File: config.mk
export PLATFORM = sky130hd
export DESIGN_NAME = spi_xfer_master
export DESIGN_NICKNAME = d
export VERILOG_FILES = /design/src/rtl/spi_xm_pkg.sv /design/src/rtl/spi_xm_clkgen.sv /design/src/rtl/spi_xm_shifter.sv /design/src/rtl/spi_xfer_master.sv
export SDC_FILE = /design/constraint.sdc
export NUM_CORES = 1
export LEC_CHECK = 0
export ABC_AREA = 1
export BUFFER_PORTS_ARGS = -buffer_cell sky130_fd_sc_hd__buf_2
export CAP_MARGIN = 20
export CORE_MARGIN = 3
export CORE_UTILIZATION = 30
export DETAILED_ROUTE_END_ITERATION = 10
export HOLD_SLACK_MARGIN = 0.15
export SLEW_MARGIN = 10
export SYNTH_ARGS = -nofsm -noshare
export SYNTH_HDL_FRONTEND = slang
export SYNTH_SLANG_ARGS = --single-unit
export TNS_END_PERCENT = 5
File: constraint.sdc
create_clock -name clk -period 3.1 [get_ports clk]
set_input_delay 0.31 -clock clk [delete_from_list [all_inputs] [get_ports clk]]
set_output_delay 0.31 -clock clk [all_outputs]
set_load 0.01 [all_outputs]
File: src/rtl/spi_xm_pkg.sv
package spi_xm_pkg;

  typedef enum logic [1:0] {
    ST_IDLE  = 2'd0,
    ST_SETUP = 2'd1,
    ST_RUN   = 2'd2,
    ST_FIN   = 2'd3
  } xm_state_e;

endpackage

File: src/rtl/spi_xm_clkgen.sv
module spi_xm_clkgen #(
  parameter int DIV_W = 8
) (
  input  logic             clk,
  input  logic             rst,
  input  logic             run,
  input  logic [DIV_W-1:0] half,
  output logic             tick
);

  logic [DIV_W-1:0] cnt;

  // One tick per half period of the serial clock
  assign tick = run && (cnt == half - DIV_W'(1));

  always_ff @(posedge clk) begin
    if (rst || !run) begin
      cnt <= '0;
    end else if (tick) begin
      cnt <= '0;
    end else begin
      cnt <= cnt + DIV_W'(1);
    end
  end

endmodule

File: src/rtl/spi_xm_shifter.sv
module spi_xm_shifter #(
  parameter int MAX_W = 32,
  parameter int LEN_W = 6
) (
  input  logic             clk,
  input  logic             rst,
  input  logic             load,
  input  logic [MAX_W-1:0] load_val,
  input  logic             shift,
  input  logic             in_bit,
  input  logic             lsb_first,
  input  logic [LEN_W-1:0] len,
  output logic             out_bit,
  output logic [MAX_W-1:0] word
);

  logic [MAX_W-1:0] sh;
  logic [MAX_W-1:0] nxt_msb;
  logic [MAX_W-1:0] nxt_lsb;
  logic [MAX_W-1:0] mask;
  logic [MAX_W:0]   sh_pad;
  logic             top_bit;

  assign sh_pad = {1'b0, sh};

  // Per-bit next-state for both shift directions
  for (genvar i = 0; i < MAX_W; i++) begin : g_bit
    if (i == 0) begin : g_first
      assign nxt_msb[i] = in_bit;
    end else begin : g_rest
      assign nxt_msb[i] = sh[i-1];
    end
    assign nxt_lsb[i] = (int'(len) - 1 == i) ? in_bit : sh_pad[i+1];
    assign mask[i]    = (i < int'(len));
  end

  always_comb begin
    top_bit = 1'b0;
    for (int i = 0; i < MAX_W; i++) begin
      if (int'(len) - 1 == i) top_bit = sh[i];
    end
  end

  assign out_bit = lsb_first ? sh[0] : top_bit;
  assign word    = sh & mask;

  always_ff @(posedge clk) begin
    if (rst) begin
      sh <= '0;
    end else if (load) begin
      sh <= load_val;
    end else if (shift) begin
      sh <= lsb_first ? nxt_lsb : nxt_msb;
    end
  end

endmodule

File: src/rtl/spi_xfer_master.sv
module spi_xfer_master
  import spi_xm_pkg::*;
#(
  parameter int MAX_W = 32,
  parameter int MIN_W = 4,
  parameter int DIV_W = 8,
  parameter int SET_W = 8,
  localparam int LEN_W  = $clog2(MAX_W + 1),
  localparam int ECNT_W = LEN_W + 1
) (
  input  logic             clk,
  input  logic             rst,
  input  logic             start,
  input  logic             cont,
  input  logic [MAX_W-1:0] tx_word,
  input  logic             cpol,
  input  logic             cpha,
  input  logic             lsb_first,
  input  logic [LEN_W-1:0] word_len,
  input  logic [DIV_W-1:0] half_div,
  input  logic [SET_W-1:0] setup_len,
  input  logic             miso,
  output logic             busy,
  output logic             done,
  output logic [MAX_W-1:0] rx_word,
  output logic             sclk,
  output logic             cs_n,
  output logic             mosi
);

  xm_state_e         state;
  logic              c_cpol, c_cpha, c_lsb;
  logic [LEN_W-1:0]  c_len;
  logic [DIV_W-1:0]  c_half;
  logic [SET_W-1:0]  c_setup;
  logic [SET_W-1:0]  scnt;
  logic [ECNT_W-1:0] ecnt;

  logic [LEN_W-1:0]  len_eff;
  logic [DIV_W-1:0]  half_eff;
  logic              accept, chain;
  logic [LEN_W-1:0]  ld_len;
  logic              ld_lsb;
  logic              ld_top, ld_first;
  logic              run, tick;
  logic              sample_edge, last_edge;
  logic              sh_load, sh_shift, sh_out;
  logic [MAX_W-1:0]  sh_word;

  // Configuration clamping
  always_comb begin
    len_eff = word_len;
    if (word_len < LEN_W'(MIN_W))      len_eff = LEN_W'(MIN_W);
    else if (word_len > LEN_W'(MAX_W)) len_eff = LEN_W'(MAX_W);
    half_eff = (half_div == '0) ? DIV_W'(1) : half_div;
  end

  assign accept = (state == ST_IDLE) && start;
  assign chain  = (state == ST_FIN) && cont;
  assign ld_len = accept ? len_eff : c_len;
  assign ld_lsb = accept ? lsb_first : c_lsb;

  // First outgoing bit of a word being loaded
  always_comb begin
    ld_top = 1'b0;
    for (int i = 0; i < MAX_W; i++) begin
      if (int'(ld_len) - 1 == i) ld_top = tx_word[i];
    end
  end
  assign ld_first = ld_lsb ? tx_word[0] : ld_top;

  assign run         = (state == ST_RUN);
  assign sample_edge = (~ecnt[0]) ^ c_cpha;
  assign last_edge   = (ecnt == ({c_len, 1'b0} - ECNT_W'(1)));
  assign sh_load     = accept || chain;
  assign sh_shift    = run && tick && sample_edge;

  spi_xm_clkgen #(.DIV_W(DIV_W)) clkgen_i (
    .clk  (clk),
    .rst  (rst),
    .run  (run),
    .half (c_half),
    .tick (tick)
  );

  spi_xm_shifter #(.MAX_W(MAX_W), .LEN_W(LEN_W)) shifter_i (
    .clk       (clk),
    .rst       (rst),
    .load      (sh_load),
    .load_val  (tx_word),
    .shift     (sh_shift),
    .in_bit    (miso),
    .lsb_first (c_lsb),
    .len       (c_len),
    .out_bit   (sh_out),
    .word      (sh_word)
  );

  always_ff @(posedge clk) begin
    if (rst) begin
      state   <= ST_IDLE;
      cs_n    <= 1'b1;
      sclk    <= 1'b0;
      mosi    <= 1'b0;
      busy    <= 1'b0;
      done    <= 1'b0;
      rx_word <= '0;
      c_cpol  <= 1'b0;
      c_cpha  <= 1'b0;
      c_lsb   <= 1'b0;
      c_len   <= LEN_W'(MIN_W);
      c_half  <= DIV_W'(1);
      c_setup <= '0;
      scnt    <= '0;
      ecnt    <= '0;
    end else begin
      done <= 1'b0;
      unique case (state)
        ST_IDLE: begin
          sclk <= cpol;
          if (start) begin
            c_cpol  <= cpol;
            c_cpha  <= cpha;
            c_lsb   <= lsb_first;
            c_len   <= len_eff;
            c_half  <= half_eff;
            c_setup <= setup_len;
            cs_n    <= 1'b0;
            busy    <= 1'b1;
            scnt    <= '0;
            ecnt    <= '0;
            if (!cpha) mosi <= ld_first;
            state <= (setup_len == '0) ? ST_RUN : ST_SETUP;
          end
        end
        ST_SETUP: begin
          scnt <= scnt + SET_W'(1);
          if (scnt == c_setup - SET_W'(1)) state <= ST_RUN;
        end
        ST_RUN: begin
          if (tick) begin
            sclk <= ~sclk;
            ecnt <= ecnt + ECNT_W'(1);
            if (!sample_edge && !last_edge) mosi <= sh_out;
            if (last_edge) state <= ST_FIN;
          end
        end
        ST_FIN: begin
          done    <= 1'b1;
          rx_word <= sh_word;
          ecnt    <= '0;
          sclk    <= c_cpol;
          if (cont) begin
            if (!c_cpha) mosi <= ld_first;
            state <= ST_RUN;
          end else begin
            cs_n  <= 1'b1;
            busy  <= 1'b0;
            state <= ST_IDLE;
          end
        end
        default: state <= ST_IDLE;
      endcase
    end
  end

endmodule

== After elaboration in Yosys (flattened, before gate mapping) ==
Cells that the tools add are included.

* Bits of input ports: 62
* Register bits: 119

* Reduce and logical (&&, ||, !) cells: 28
* $lt $le $gt $ge: 34
* Bitwise gates (word level): 4
* $add $sub $neg: 8
* Equal/unequal tests: 77
* Mux-type cells: 134

{| class="wikitable"
|+ Operators by type and width
! cell !! count
|-
| $eq 32x6->1 const B || 16
|-
| $eq 32x5->1 const B || 8
|-
| $eq 32x4->1 const B || 4
|-
| $eq 7x6->1 const B || 16
|-
| $mux 1 || 111
|-
| $lt 5x6->1 const A || 16
|-
| $mux 32 || 3
|-
| $eq 32x3->1 const B || 2
|-
| $logic_not 32->1 || 2
|-
| $eq 7x5->1 const B || 8
|-
| $lt 4x6->1 const A || 8
|-
| $and 32x32->32 || 1
|-
| $eq 32x2->1 const B || 1
|-
| $eq 7x4->1 const B || 4
|-
| $lt 3x6->1 const A || 4
|-
| $pmux 7 s3 || 1
|-
| $mux 6 || 3
|-
| $ne 2x2->1 const B || 9
|-
| $add 8x1->8 const B || 2
|-
| $eq 8x8->1 || 2
|-
| $logic_not 8->1 || 2
|-
| $mux 8 || 2
|-
| $pmux 8 s2 || 1
|-
| $sub 8x1->8 const B || 2
|-
| 30 further kinds || 57
|}

== Logic depth before layout (Yosys ltp) ==
Gate-level depths: netlist (run 1).

* Depth in word-level cells: 42
* Gate-level depth with buffers: 45

== Modules after synthesis ==
Synthesis (run 1) repeated with hierarchy kept, for this count alone.

* Cell total of the unflattened synthesis: 1150
* Area total of the unflattened synthesis: 7524.7 um^2

{| class="wikitable"
|+ By module, submodules not included
! module !! times used !! area each (um^2) !! seq. area each (um^2) !! cells each
|-
| spi_xfer_master || 1 || 4061.4 || 1581.5 || 576
|-
| spi_xm_shifter || 1 || 2855.2 || 640.6 || 482
|-
| spi_xm_clkgen || 1 || 608.1 || 160.2 || 92
|}

== Least setup slack after synthesis (run 1) ==
Ideal clock, no wire load.

* Path kind: reg-to-reg
* Start: register c_len[1]
* End: register mosi
* Library setup time: 0.119 ns
* Setup slack: -0.341 ns
* Data required time: 2.981 ns
* Cell stages (with the launch flop): 44
* Arrival time: 3.321 ns
* Path through: dfxtp_1 buf_2 inv_1 ha_1 inv_1 nand2_1 nand2_1 nand3_1 nor2_1 nand2_1 o21ai_0 inv_1 nand2_1 nand2_1 nand2_1 nand2_1 nand2_1 nand2_1 [... 8 more ...] nand2_1 nand2_1 nand3_1 nand3_1 nand2_1 nand3_1 nand3_1 nand3_1 nand3_1 nand3_1 nand2_1 nand2_1 nand2_1 nand2_1 nand2_1 nand2_1 nand2_1 a21oi_1

* Word-level cells in the longest chain between the ends: 39
* Elaborated cells on any way between the ends: 146
* Those cells by class: 3 x add/sub; 64 x eq/ne; 74 x mux; 5 x reduce/logical

{| class="wikitable"
|+ RTL lines
! what !! RTL line !! text
|-
| start, declared || spi_xfer_master.sv:33 || <nowiki>logic [LEN_W-1:0] c_len;</nowiki>
|-
| start signal, assigned || spi_xfer_master.sv:111 || <nowiki>c_len <= LEN_W'(MIN_W);</nowiki>
|-
| start signal, assigned || spi_xfer_master.sv:125 || <nowiki>c_len <= len_eff;</nowiki>
|-
| $mux 6 || spi_xfer_master.sv:60 || <nowiki>assign ld_len = accept ? len_eff : c_len;</nowiki>
|-
| $sub 6x1->7 || spi_xfer_master.sv:67 || <nowiki>if (int'(ld_len) - 1 == i) ld_top = tx_word[i];</nowiki>
|-
| $logic_not 32->1 || spi_xfer_master.sv:67 ||
|-
| $mux 1 (32 in series) || spi_xfer_master.sv:67 ||
|-
| $mux 1 || spi_xfer_master.sv:70 || <nowiki>assign ld_first = ld_lsb ? tx_word[0] : ld_top;</nowiki>
|-
| $mux 1 (on tied branches) || spi_xfer_master.sv:154, spi_xfer_master.sv:132 ||
|-
| $mux 1 (on tied branches) || spi_xfer_master.sv:153, spi_xfer_master.sv:121 ||
|-
| $pmux 1 s3 || spi_xfer_master.sv:118 || <nowiki>unique case (state)</nowiki>
|-
| end signal, assigned || spi_xfer_master.sv:132 || <nowiki>if (!cpha) mosi <= ld_first;</nowiki>
|-
| end signal, assigned || spi_xfer_master.sv:144 || <nowiki>if (!sample_edge && !last_edge) mosi <= sh_out;</nowiki>
|-
| end signal, assigned || spi_xfer_master.sv:154 || <nowiki>if (!c_cpha) mosi <= ld_first;</nowiki>
|-
| end, declared || spi_xfer_master.sv:28 || <nowiki>output logic mosi</nowiki>
|}

Parallel ways exist; a longest one is shown, timed or not. The select of a mux whose other input is x is not followed.
A chain may end at the register's enable or synchronous reset.

== Final worst setup path (run 1) ==
Ends and elaborated chain as after synthesis.

==> results.ini, run 1 <==
[grt]
grtUsageTotal = 0.2021
antenna_found_initial = 1
grt_pass1_wl_um = 41860
grt_pass1_vias = 7843
grt_max_degree = 64
overflow = 0

[layout]
finalCoreUtilization = 0.4141
fill_cells = 2463
fin_nets = 1368
syn_to_final_growth_pct = 35.18
drive_gt1_frac = 0.2540

[flow_run]
cap_viol_max_count = 0

[synthesis]
synthArstFlopShare = 0
synth_cells = 1082
yosysTopAreaCell = dfxtp_1
ys.flop_type = dfxtp_1
synthesis.area_mm2 = 0.007233
syn_nets = 1156
avgSynthCellArea_um2 = 6.685
ys_ff_latch = 119
synth_top_area_frac = 0.3294
synth_cell_type_count = 50
synth_edf_count = 0
yosysWarnings = 0
ys_top_cells_by_area = dfxtp_1, nand2_1, o21ai_0
yosysSeqAreaShare = 0.3294

[worst_setup_path]
startpoint_type = flop
criticalPathCategory = flop to flop
critPathMaxStageDelay_ns = 0.35
cp-startpoint = c_len[1]
critPathMaxFanout = 5
cp-end-kind = flop
critPathArrivalTime_ns = 3.74
crit_slowest_cell = dfxtp_2
cpMostUsedCell = nand2_1
required_ns = 3.46
r2r-start = c_len[1]

[outcome]
status = complete, but fails checks
violations = setup timing

[worst_hold_path]
hold_start = setup_len[7]
min_path_type = input port to flop

[clock_tree]
cts-root-buf = clkbuf_16
cts_max_path_buffers = 2
clk_pin_slew_ns = 0.06
clk_latency_ns = 0.43
cts_tree = yes
cts_buffers = 17
cts_max_level = 4
cts.sinks = 119

[detailed_routing]
drtIter0Drc = 753
routed-wl-met3_um = 1995
wl_met2_um = 11790
firstDrtPassIters = 5
viasPerCell = 5.150
highest_layer = met4
route.detailed.drc = 0
drtAntennaViolNets = 0
vias = 8385
wl_met1_um = 11560
drt-total-wl_um = 26430
detail_route.wl_per_cell_um = 16.23

[power_and_ir_drop]
p_leak_nw = 4.201
p_per_area_mw_per_mm2 = 811.8
total_power_mw = 7.938
irDropWorstVdd_mv = 0.3838

[place]
dp_hpwl_um = 20160
port-buffer-count = 98
place_congestion = 0.9650

[sta]
final_hold_viol_count = 0
rsz0062_at_grt = yes
skew_ns = 0.009801
worstMarginPinSlew_ns = 0.6945
fin_crit_ns = 3.384
relSlewSlack = 0.5365
fin_crit_sh = 1.092
slew_viol_final = 0
fmax_mhz = 295.5
setup_ws_ns = -0.2841
setup_viol = 1
setup_tns_ns = -0.2841

[floorplan]
io_pins = 99
die_height_um = 161.3
core_area_mm2 = 0.02361
die-area_mm2 = 0.02601
die_x_um = 161.3
start_util = 0.3063
row_count = 56

[per-layer routing]
layer / track usage / vias up
li1: - / 4153
met1: 0.2645 / 3825
met2: 0.3158 / 321
met3: 0.04565 / 86
met4: 0.09660 / 0
met5: 0 / -
[kinds of logic after synthesis]
logic type                 Yosys count  share of synthesized area
AOI/OAI and AO/OA                  288                     0.2429
xor gates and xnor gates            22                    0.02664
adders and majority gates           12                    0.02076
buffers and inverters              174                    0.09375
DFF                                119                     0.3294
and+or+nand+nor                    467                     0.2866
[synthesized netlist by cell type (all sizes together), types with 19 or more instances]
cell    count
dfxtp     119
nor3       19
a31oi      32
nor2      123
nand2     216
o21ai      99
inv       125
clkbuf     40
a21oi      81
nand3      63
nand4      26
o221ai     32
[metrics by stage]
step | cell area [µm²] | hold WS (ns) | cells | worst slack (ns)
2_1_floorplan | 7282 | 0.4412 | 1082 | -0.06680
3_3_place_gp | 9012 | 0.4362 | 1587 | -0.1907
3_5_place_dp | 9012 | 0.4374 | 1587 | -0.2170
4_1_cts | 9714 | 0.1506 | 1624 | -0.2067
5_1_grt | 9776 | 0.1637 | 1627 | -0.6622
6_report | 9778 | 0.1616 | 1628 | -0.2841
[cell usage in the layout (no fill, tap or decap), types with 4 or more instances in the layout]
master and instances:
nand2_1 204, buf_4 134, dfxtp_1 118, inv_1 112, nor2_1 110, buf_2 98, o21ai_0 90, a21oi_1 80
nand3_1 55, o221ai_1 32, a31oi_1 32, nand4_1 26, clkbuf_16 17, nor3_1 16, xor2_1 15, inv_2 11
ha_1 11, o211ai_1 10, nand2_2 9, nor2_2 8, nor3b_1 8, xnor2_1 7, a32o_1 7, nand3_2 7
clkinvlp_4 6, nor4_1 5, a211oi_1 5, nor2_4 5, o22ai_1 5, o21ai_1 4, o21ai_2 4, bufinv_16 4
[sequential cells by signal, summed over array words and instances (netlist names)]
name and cells:
cs_n 1, shifter_i.sh 32, c_cpha 1, rx_word 32, busy 1, clkgen_i.cnt 8
mosi 1, c_half 8, ecnt 7, c_len 6, c_cpol 1, c_setup 8
done 1, sclk 1, state 2, scnt 8, c_lsb 1
[path summary, 6_finish.rpt]
kind	slack, ns	cells after the start	end
max	-0.28	44	mosi
min	0.16	3	c_setup[7]
max reg2reg	-0.28	44	mosi
min reg2reg	0.45	2	rx_word[1]
[layout make-up]
class                      instances  area [µm²]  share of cell area
inverter                         128       486.7             0.04978
clock buffer                      18       439.2             0.04491
multi-input combinational        789        4277              0.4374
sequential                       119        2384              0.2438
clock inverter                    14       197.7             0.02022
antenna                            2       5.005           0.0005118
tap                              319       399.1             0.04082
timing repair buffer             239        1590              0.1626
[critical path, delay by kind of cell (launching register included)]
kind,cells,cell delay (ns)
AO/OA/AOI/OAI,1,0.12
flip-flops,1,0.35
buffers and inverters,4,0.33
adder cells (fa/ha/maj),1,0.19
AND/OR/NAND/NOR,38,2.31
[repair_timing]
item | in CTS | in global routing
buffers inserted | 3 | 2
endpoints found under the hold margin | 2 | 0
hold buffers | 2 | 0
setup endpoints to repair | 1 | 4
resized for setup | 6 | 12
pin swaps | 4 | 9
[power breakdown]
| group | internal [mW] | switching (mW) |
|---|---|---|
| logic | 1.46 | 2.13 |
| clock network | 1.37 | 0.776 |
| registers | 1.82 | 0.381 |
Note: power is estimated with default switching activity, not from simulation.
==> run 2, diff against run 1 <==
--- a/config.mk
+++ b/config.mk
@@ -5,7 +5,6 @@
 export SDC_FILE = /design/constraint.sdc
 export NUM_CORES = 1
 export LEC_CHECK = 0
-export ABC_AREA = 1
 export BUFFER_PORTS_ARGS = -buffer_cell sky130_fd_sc_hd__buf_2
 export CAP_MARGIN = 20
 export CORE_MARGIN = 3
==> run 2 against run 1 <==
  * The flow now finishes without violations
  * Non-clock buffer count down 80
  * Via count is 1.4% lower
  * Setup slack gained 0.56 ns
  * Largest power group is now clock
==> results.ini, run 2 <==
[power_and_ir_drop]
clockPowerShare = 0.404
p_sw_frac = 0.3152
power_frac_comb = 0.225
irDropWorstVdd_mv = 0.3546
internal-power_mw = 3.310
p_sw_mw = 1.524
total_power_mw = 4.835
p_seq_frac = 0.370
p_per_area_mw_per_mm2 = 508.1
p_leak_nw = 3.737

[sta]
rsz0062_at_grt = no
hold_ws_ns = 0.1646
fmax_mhz = 353.5
setup_viol = 0
fin_crit_ns = 2.829
worstMarginPinSlew_ns = 0.9495
slew_viol_final = 0
skew_ns = 0.008620
relSlewSlack = 0.3616
final_hold_viol_count = 0
fin_crit_sh = 0.9125
setup_tns_ns = 0

[detailed_routing]
vias = 8267
viasPerCell = 5.567
drtAntennaViolNets = 0
drt-total-wl_um = 26670
drtIter0Drc = 720
detail_route.wl_per_cell_um = 17.96
route.detailed.drc = 0
firstDrtPassIters = 5

[synthesis]
synthArstFlopShare = 0
synth_top_area_frac = 0.3029
avgSynthCellArea_um2 = 7.534
ys_top_cells_by_area = dfxtp_1, nand2_1, nor2_1
synth_cell_type_count = 90
yosysTopAreaCell = dfxtp_1
synth_edf_count = 0
synth_cells = 1044
synthTopCellsByCount = nand2_1, nor2_1, dfxtp_1, a21oi_1, clkbuf_1
synth_most_common_cell = nand2_1
synthesis.area_mm2 = 0.007865
ys.flop_type = dfxtp_1
ys_ff_latch = 119
syn_nets = 1118
yosysWarnings = 0
yosysSeqAreaShare = 0.3029

[layout]
syn_to_final_growth_pct = 20.97
fin_cells = 1485
reg.largest.list = rx_word (32), shifter_i.sh (32)
antenna_cells = 0
fin_nets = 1217
multiInputGateArea_mm2 = 0.005051
fin_area_mm2 = 0.009514
final-seq-area_mm2 = 0.002384
layout_common_cells = nand2_1, nor2_1, dfxtp_1
fill_cells = 2655
drive_gt1_frac = 0.1792
layout_commonest_cell = nand2_1

[floorplan]
die-area_mm2 = 0.02820
row_count = 58
core_area_mm2 = 0.02547
start_util = 0.3088
die_x_um = 167.9
io_pins = 99
die_height_um = 167.9

[worst_setup_path]
critPathArrivalTime_ns = 3.13
cp-end-kind = flop
required_ns = 3.40
r2r-start = c_len[5]
crit_path_cell_trace = nor2_1, a31oi_1, a2111oi_0, nor3_1, a2bb2oi_1, o211ai_1, a211o_1
critPathMaxStageDelay_ns = 0.71
rr_endpoint = mosi
crit_family = compound AO/OA/AOI/OAI gates
critPathMaxFanout = 9
reg2regPathDepth = 7
path_buf_inv = 0
criticalPathCategory = flop to flop
startpoint_type = flop
crit_slowest_cell = nor2_1
regToRegSetupSlack_ns = 0.27

[clock_tree]
cts_max_path_buffers = 2
clk_latency_ns = 0.42
cts.sinks = 119
clk_pin_slew_ns = 0.06
cts_buffers = 17
cts-root-buf = clkbuf_16
cts_tree = yes
cts_setup_buffers = 0
cts_max_level = 4

[grt]
grt_max_degree = 63
antenna_found_initial = 0
grtUsageTotal = 0.1834
grt_pass1_vias = 7667
grt_pass1_wl_um = 42310
overflow = 0

[worst_hold_path]
whs_endpoint = shifter_i.sh[31]
min_path_type = input port to flop
hold_path_depth = 3
hold_start = tx_word[31]

[flow_run]
cap_viol_max_count = 0

[place]
dp_cells = 1438
placed_area_mm2 = 0.008760
place_congestion = 0.9039
dp_hpwl_um = 20020
port-buffer-count = 98

[outcome]
status = complete, no violations

run 2: stage by stage:
step / worst slack [ns] / util
6_report: 0.2714 / 0.3735
5_1_grt: 0.01631 / 0.3735
4_1_cts: 0.2469 / 0.3731
3_5_place_dp: 0.1536 / 0.3439
3_3_place_gp: 0.1680 / 0.3439
2_1_floorplan: 0.2660 / -
run 2: cell families after synthesis:
logic type | after synthesis | synth area share
mux | 31 | 0.04295
flops | 119 | 0.3029
xor+xnor | 43 | 0.04884
compound gates | 310 | 0.2762
fa+ha+maj | 12 | 0.01909
buf+inv | 104 | 0.05759
simple gates | 425 | 0.2525
run 2: layer usage:
| metal | GRT usage | routed length, µm | vias up |
|---|---|---|---|
| met2 | 0.2571 | 10860 | 366 |
| met3 | 0.03405 | 2288 | 38 |
| met5 | 0 | 0 | - |
| met1 | 0.2838 | 13070 | 3872 |
| met4 | 0.05016 | 451 | 0 |
| li1 | - | - | 3991 |
run 2: worst register-to-register path, stage by stage, from the launching register on:
cell and delay, ns:
dfxtp_1 0.46, nor2_1 0.72, a31oi_1 0.31, a2111oi_0 0.48, nor3_1 0.10, a2bb2oi_1 0.18
o211ai_1 0.17, a211o_1 0.29
run 2: how the worst max path moves through the flow:
stage          cells past startpoint               end      from  slack, ns
4_1_cts                           10              mosi  state[1]       0.25
3_5_place_dp                      11              mosi     start       0.15
5_1_grt                            9  shifter_i.sh[30]  c_len[0]       0.02
6_report                           7              mosi  c_len[5]       0.27
2_1_floorplan                     12              mosi  c_len[1]       0.27
3_3_place_gp                      11              mosi     start       0.17
run 2: repair_timing:
| item | CTS | global route |
|---|---|---|
| hold endpoints to repair | 16 | 0 |
| setup endpoints to repair | 0 | 1 |
| gates resized for setup | 0 | 2 |
| hold buffers | 16 | 0 |
run 2: final cells by class:
cell class	instances	area share
multi-input combinational	821	0.5309
sequential	119	0.2505
timing repair buffer	159	0.1039
tap	330	0.04340
clock buffer	23	0.05129
clock inverter	8	0.01013
inverter	25	0.009863
run 2: power groups by stage:
stage               Clock, mW  Sequential (mW)  Combinational, mW
floorplan                   0             1.74              0.775
global placement            0             1.81               1.05
detailed placement          0             1.81               1.05
CTS                      1.99             1.78               1.08
global route             2.04             1.80               1.20
finish                   1.95             1.79               1.09
